[src/rtl/ipi_pkg.sv]
package ipi_pkg;
  localparam int MAX_CORES = 4;
  localparam int CIDX_W    = $clog2(MAX_CORES);
  localparam int WADDR_W   = CIDX_W + 1;
  localparam int DATA_W    = 32;
  localparam int ID_W      = 14;
  localparam int PAY_W     = 16;

  typedef struct packed {
    logic             ack;
    logic             gen;
    logic [ID_W-1:0]  dest;
    logic [PAY_W-1:0] payload;
  } ctrl_t;

  typedef struct packed {
    logic             rsvd;
    logic             pend;
    logic [ID_W-1:0]  src;
    logic [PAY_W-1:0] payload;
  } stat_t;

  function automatic logic [CIDX_W-1:0] core_of(input logic [WADDR_W-1:0] a);
    return a[WADDR_W-1:1];
  endfunction

  function automatic logic is_status(input logic [WADDR_W-1:0] a);
    return a[0];
  endfunction

  function automatic stat_t make_status(input logic [CIDX_W-1:0] src,
                                        input logic [PAY_W-1:0]  pay);
    stat_t s;
    s.rsvd    = 1'b0;
    s.pend    = 1'b1;
    s.src     = ID_W'(src);
    s.payload = pay;
    return s;
  endfunction
endpackage

[src/rtl/ipi_addr_decode.sv]
module ipi_addr_decode
  import ipi_pkg::*;
#(
  parameter int NUM_CORES = 1
) (
  input  logic                 clk,
  input  logic                 rst_n,
  input  logic                 wr_en,
  input  logic [WADDR_W-1:0]   word_addr,
  input  logic [DATA_W-1:0]    wdata,
  output logic [NUM_CORES-1:0] ctrl_we,
  output logic [NUM_CORES-1:0] gen_hit,
  output logic [NUM_CORES-1:0] ack_hit,
  output logic [CIDX_W-1:0]    src_idx
);
  ctrl_t cmd;
  logic  src_ok;
  logic  ctrl_wr;

  assign cmd     = ctrl_t'(wdata);
  assign src_idx = core_of(word_addr);
  assign src_ok  = int'(src_idx) < NUM_CORES;
  assign ctrl_wr = wr_en && !is_status(word_addr) && src_ok;

  for (genvar i = 0; i < NUM_CORES; i++) begin : g_core
    assign ctrl_we[i] = ctrl_wr && (src_idx == CIDX_W'(i));
    assign gen_hit[i] = ctrl_wr && cmd.gen && (cmd.dest == ID_W'(i));
    assign ack_hit[i] = ctrl_we[i] && cmd.ack;
  end

  p_one_core_r1: assert property (@(posedge clk) disable iff (!rst_n)
    $onehot0(ctrl_we));
  p_dest_range_r10: assert property (@(posedge clk) disable iff (!rst_n)
    (int'(cmd.dest) >= NUM_CORES) |-> (gen_hit == '0));
  p_status_wr_r3: assert property (@(posedge clk) disable iff (!rst_n)
    (wr_en && is_status(word_addr)) |-> (ctrl_we == '0 && ack_hit == '0 && gen_hit == '0));
endmodule

[src/rtl/ipi_core_slot.sv]
module ipi_core_slot
  import ipi_pkg::*;
(
  input  logic              clk,
  input  logic              rst_n,
  input  logic              ctrl_we,
  input  logic              gen_hit,
  input  logic              ack_hit,
  input  logic [CIDX_W-1:0] src_idx,
  input  logic [DATA_W-1:0] wdata,
  output logic [DATA_W-1:0] ctrl_q,
  output stat_t             stat_q,
  output logic              irq_o
);
  stat_t stat_d;

  always_comb begin
    stat_d = stat_q;
    if (gen_hit) stat_d = make_status(src_idx, wdata[PAY_W-1:0]);
    if (ack_hit) stat_d.pend = 1'b0;
  end

  always_ff @(posedge clk or negedge rst_n) begin
    if (!rst_n) begin
      ctrl_q <= '0;
      stat_q <= '0;
      irq_o  <= 1'b0;
    end else begin
      if (ctrl_we) ctrl_q <= wdata;
      stat_q <= stat_d;
      irq_o  <= stat_d.pend;
    end
  end

  p_ctrl_store_r2: assert property (@(posedge clk) disable iff (!rst_n)
    ctrl_we |=> (ctrl_q == $past(wdata)));
  p_gen_raise_r4: assert property (@(posedge clk) disable iff (!rst_n)
    (gen_hit && !ack_hit) |=> (irq_o && stat_q.payload == $past(wdata[PAY_W-1:0])));
  p_ack_clear_r6: assert property (@(posedge clk) disable iff (!rst_n)
    (ack_hit && !gen_hit) |=> (!irq_o && $stable(stat_q.src) && $stable(stat_q.payload)));
  p_both_order_r7: assert property (@(posedge clk) disable iff (!rst_n)
    (ack_hit && gen_hit) |=> (!stat_q.pend && stat_q.src == ID_W'($past(src_idx))));
  p_idle_hold_r3: assert property (@(posedge clk) disable iff (!rst_n)
    (!gen_hit && !ack_hit) |=> $stable(stat_q));
  p_irq_level_r12: assert property (@(posedge clk) disable iff (!rst_n)
    irq_o == stat_q.pend);
endmodule

[src/rtl/ipi_read_mux.sv]
module ipi_read_mux
  import ipi_pkg::*;
#(
  parameter int NUM_CORES = 1
) (
  input  logic                             clk,
  input  logic                             rst_n,
  input  logic                             rd_en,
  input  logic [WADDR_W-1:0]               word_addr,
  input  logic [NUM_CORES-1:0][DATA_W-1:0] ctrl_all,
  input  logic [NUM_CORES-1:0][DATA_W-1:0] stat_all,
  output logic [DATA_W-1:0]                rdata
);
  logic [CIDX_W-1:0] core;
  logic [DATA_W-1:0] sel;

  assign core = core_of(word_addr);

  always_comb begin
    sel = '0;
    for (int i = 0; i < NUM_CORES; i++) begin
      if (core == CIDX_W'(i))
        sel = is_status(word_addr) ? stat_all[i] : ctrl_all[i];
    end
  end

  always_ff @(posedge clk or negedge rst_n) begin
    if (!rst_n)     rdata <= '0;
    else if (rd_en) rdata <= sel;
  end

  p_oob_zero_r9: assert property (@(posedge clk) disable iff (!rst_n)
    (rd_en && int'(core) >= NUM_CORES) |=> (rdata == '0));
  p_hold_r8: assert property (@(posedge clk) disable iff (!rst_n)
    !rd_en |=> $stable(rdata));
endmodule

[src/rtl/ipi_ctrl.sv]
module ipi_ctrl
  import ipi_pkg::*;
#(
  parameter int NUM_CORES = 1
) (
  input  logic                 clk,
  input  logic                 rst_n,
  input  logic                 wr_en,
  input  logic                 rd_en,
  input  logic [WADDR_W-1:0]   word_addr,
  input  logic [DATA_W-1:0]    wdata,
  output logic [DATA_W-1:0]    rdata,
  output logic [NUM_CORES-1:0] irq
);
  logic [NUM_CORES-1:0]             ctrl_we, gen_hit, ack_hit;
  logic [CIDX_W-1:0]                src_idx;
  logic [NUM_CORES-1:0][DATA_W-1:0] ctrl_all, stat_all;

  initial begin
    if (NUM_CORES < 1 || NUM_CORES > MAX_CORES)
      $error("NUM_CORES out of supported range");
  end

  ipi_addr_decode #(.NUM_CORES(NUM_CORES)) u_dec (
    .clk(clk), .rst_n(rst_n), .wr_en(wr_en), .word_addr(word_addr),
    .wdata(wdata), .ctrl_we(ctrl_we), .gen_hit(gen_hit),
    .ack_hit(ack_hit), .src_idx(src_idx)
  );

  for (genvar i = 0; i < NUM_CORES; i++) begin : g_slot
    stat_t st;
    ipi_core_slot u_slot (
      .clk(clk), .rst_n(rst_n), .ctrl_we(ctrl_we[i]), .gen_hit(gen_hit[i]),
      .ack_hit(ack_hit[i]), .src_idx(src_idx), .wdata(wdata),
      .ctrl_q(ctrl_all[i]), .stat_q(st), .irq_o(irq[i])
    );
    assign stat_all[i] = DATA_W'(st);
  end

  ipi_read_mux #(.NUM_CORES(NUM_CORES)) u_rd (
    .clk(clk), .rst_n(rst_n), .rd_en(rd_en), .word_addr(word_addr),
    .ctrl_all(ctrl_all), .stat_all(stat_all), .rdata(rdata)
  );
endmodule

[config.mk]
export PLATFORM = sky130hd
export DESIGN_NAME = ipi_ctrl
export DESIGN_NICKNAME = d
export VERILOG_FILES = /design/src/rtl/ipi_pkg.sv /design/src/rtl/ipi_addr_decode.sv /design/src/rtl/ipi_core_slot.sv /design/src/rtl/ipi_read_mux.sv /design/src/rtl/ipi_ctrl.sv
export SDC_FILE = /design/constraint.sdc
export NUM_CORES = 1
export LEC_CHECK = 0
export ABC_AREA = 1
export BUFFER_PORTS_ARGS = -buffer_cell sky130_fd_sc_hd__buf_2
export CAP_MARGIN = 0
export CORE_MARGIN = 4
export CORE_UTILIZATION = 58
export CTS_CLUSTER_DIAMETER = 120
export DETAILED_ROUTE_END_ITERATION = 7
export PLACE_DENSITY = 0.91
export SLEW_MARGIN = 40
export SYNTH_ARGS = -nofsm -noshare
export SYNTH_HDL_FRONTEND = slang
export SYNTH_SLANG_ARGS = --single-unit
[constraint.sdc]
create_clock -name clk -period 1.65 [get_ports clk]
set_input_delay 0.33 -clock clk [delete_from_list [all_inputs] [get_ports clk]]
set_output_delay 0.33 -clock clk [all_outputs]
set_load 0.005 [all_outputs]
==> metrics.txt <==
Pwr per Cell Area=1130 nW/um^2; Root Buffer=clkbuf_8; Post-CTS Setup Repair Bufs=0; EDFF count, synth=0; setup TNS=0 ns; Worst Tran Pin Value=0.419 ns; synthesized area=3440 sq um; fin nets=474; total vias in the final route=2733; Chip Width=85.0 um; H-tree Lvls=3; Ys Warns=0; Yosys top cell by area=dfrtp_1; GR Util All Layers=0.244; number of fill cells=366; critical path class=reg -> out; status=finished, final reports clean; TritonCTS clock tree=built; Slowest-stage cell, CP=dfrtp_1; Post-Syn Area per Cell=9.61 sq um; fin cells=512; CP max FO=2; post-synth net total=397; hold crit path type=in -> reg; Pint=3.60 mW; Core Rows=27; Post-DRT Antenna Nets=0; fin util=0.743; Worst slew margin=0.721; critical-path cell list=buf_2; minimum clock period=1.23 ns; count leader, synth=nand2_1; fin crit share=0.744; first-pass GRT wire length=13800 um; Core Region=5640 sq um; sequential area share after synthesis=0.604; Ant. Diodes=0; Num CTS Buffers=9; Worst path top cell family by delay=flip-flops; top cell type's share of synthesized area=0.604; CTS sink count=83; largest cells by area after synthesis=dfrtp_1 60%, nand2_1 11%, o22ai_1 5.8%; total wire length=8120 um; final hold slack=0.177 ns; M2 GR Usage=0.386; DR pass1 iterations=4; synthesized instance count=358; I/O Buffers=71; Yosys cell types=22; Flop pwr share=0.489; Pwr Total=4.74 mW; P_leak=2.25 nW; Hold Path Stages=3; Vias/cell=5.34; Comb power frac=0.109; Primary FF master, synth=dfrtp_1; total grt overflow=0; # setup viols final=0; die area=7230 sq um; die height=85.0 um; DRC=0; Post-CTS Hold Fix Bufs=1; Synth top cells by count=103 x nand2_1, 83 x dfrtp_1, 50 x inv_1, 32 x o22ai_1, 18 x mux2i_1; Max clock buf depth=2; WP buf/inv=1; Initial Util=0.610; unrepaired setup endpoints after global routing=no; Most Crowded Layer GR=met2; initial DRC count=257; GR Util met3=0.0602; Post-Place Cells=495; NetSw=1.14 mW; CP Depth=1; vias in the first global route=2868; required time of the critical path=1.32 ns; Max Clock Skew=0.00596 ns; routed wire length per instance=15.9 um; final count of hold timing violations=0; worst reg2reg path depth=4; Synth async-reset ratio=1.00; count of max-cap constraint violations=0; critical path endpoint category=output port; I/O pins=72; switching part of the total=0.241; CTS clock-pin slew for the worst setup and hold paths=0.09 ns; largest net degree at the start of global routing=84; Final Max Tran Viols=0; worst skew pair latency=0.36 ns; Post-CTS Resized=0; clock power share=0.403; met1 Track Usage GR=0.325; initial antenna violation count=0; slowest cell delay on critical path=0.40 ns; layout cells sized above 1=0.250; GP Congestion=0.826; flops & latches, synth=83; max frequency=0.814 GHz; Arrival @ worst endpoint=0.90 ns; DP Wirelength=5250 um; synthesis-to-finish area growth=21.8%; CP Launch Type=flip-flop; worst vdd ir=0.742 mV
[per-stage QoR]
stage	setup WS [ns]	area [sq um]
after global placement	0.262	3920
after CTS	0.409	4190
final	0.422	4190
after global routing	0.393	4190
after detailed placement	0.210	3920
after floorplan	0.396	3440
[path summary, 6_finish.rpt]
kind                                             start                     endpoint  slack, ns
min                                          wdata[11]  g_slot[0].u_slot.ctrl_q[11]       0.18
max reg2reg                g_slot[0].u_slot.stat_q[30]               u_rd.rdata[30]       0.82
max in group asynchronous                        rst_n  g_slot[0].u_slot.ctrl_q[12]       0.80
min in group asynchronous                        rst_n  g_slot[0].u_slot.ctrl_q[22]       0.54
min reg2reg                g_slot[0].u_slot.stat_q[15]  g_slot[0].u_slot.stat_q[15]       0.48
max                                      u_rd.rdata[8]                     rdata[8]       0.42
[cells in the final DEF, fill, tap and decap left out, types with 2 or more instances in the layout]
| cell type | synthesis | layout |
|---|---|---|
| buf_12 | 0 | 2 |
| buf_2 | 12 | 70 |
| buf_4 | 0 | 12 |
| bufinv_16 | 0 | 4 |
| clkbuf_8 | 0 | 9 |
| clkinv_2 | 1 | 2 |
| clkinvlp_4 | 0 | 2 |
| dfrtp_1 | 83 | 83 |
| inv_1 | 50 | 50 |
| inv_2 | 3 | 3 |
| mux2i_1 | 18 | 18 |
| nand2_1 | 103 | 103 |
| nand4_1 | 16 | 16 |
| nor2_1 | 9 | 9 |
| o21ai_1 | 15 | 15 |
| o22ai_1 | 32 | 32 |
[power groups by stage]
stage                     combinational [mW]  clock (mW)  sequential, mW
after floorplan                        0.282           0            2.34
after global placement                 0.486           0            2.34
after detailed placement               0.509           0            2.35
after CTS                              0.520        1.92            2.31
after global routing                   0.584        2.01            2.34
final                                  0.515        1.91            2.31
[worst register-to-register path, cell delays in order, from the launching register on]
cell     delay [ns]
dfrtp_1        0.38
inv_1          0.10
nand2_1        0.05
o21ai_0        0.08
o22ai_1        0.09
[per-layer routing]
layer | vias up | wire length, um
met5 | - | 0
met4 | 0 | 214
met3 | 18 | 441
met2 | 80 | 4130
met1 | 1328 | 3340
li1 | 1307 | -
[area by class of cell]
class                   instances  area, sq um  area share
repair buffers                 85          490       0.117
well taps                      72         90.1      0.0215
clock inverters                 7          140      0.0334
inverters                      54          204      0.0487
clock buffers                   9          124      0.0296
flip-flops and latches         83         2080       0.496
multi-input cells             202         1060       0.254
[registers in the layout, indices dropped and copies added (netlist names)]
signal / cells
g_slot.u_slot.stat_q: 19
u_rd.rdata: 32
g_slot.u_slot.ctrl_q: 32
[kinds of logic after synthesis]
kind of cell | after synthesis | synth area share
AOI/OAI and AO/OA | 50 | 0.0862
buffers and inverters | 73 | 0.0866
DFF | 83 | 0.604
muxes | 18 | 0.0524
and+or+nand+nor | 134 | 0.171
Note: power is estimated with default switching activity, not from simulation.
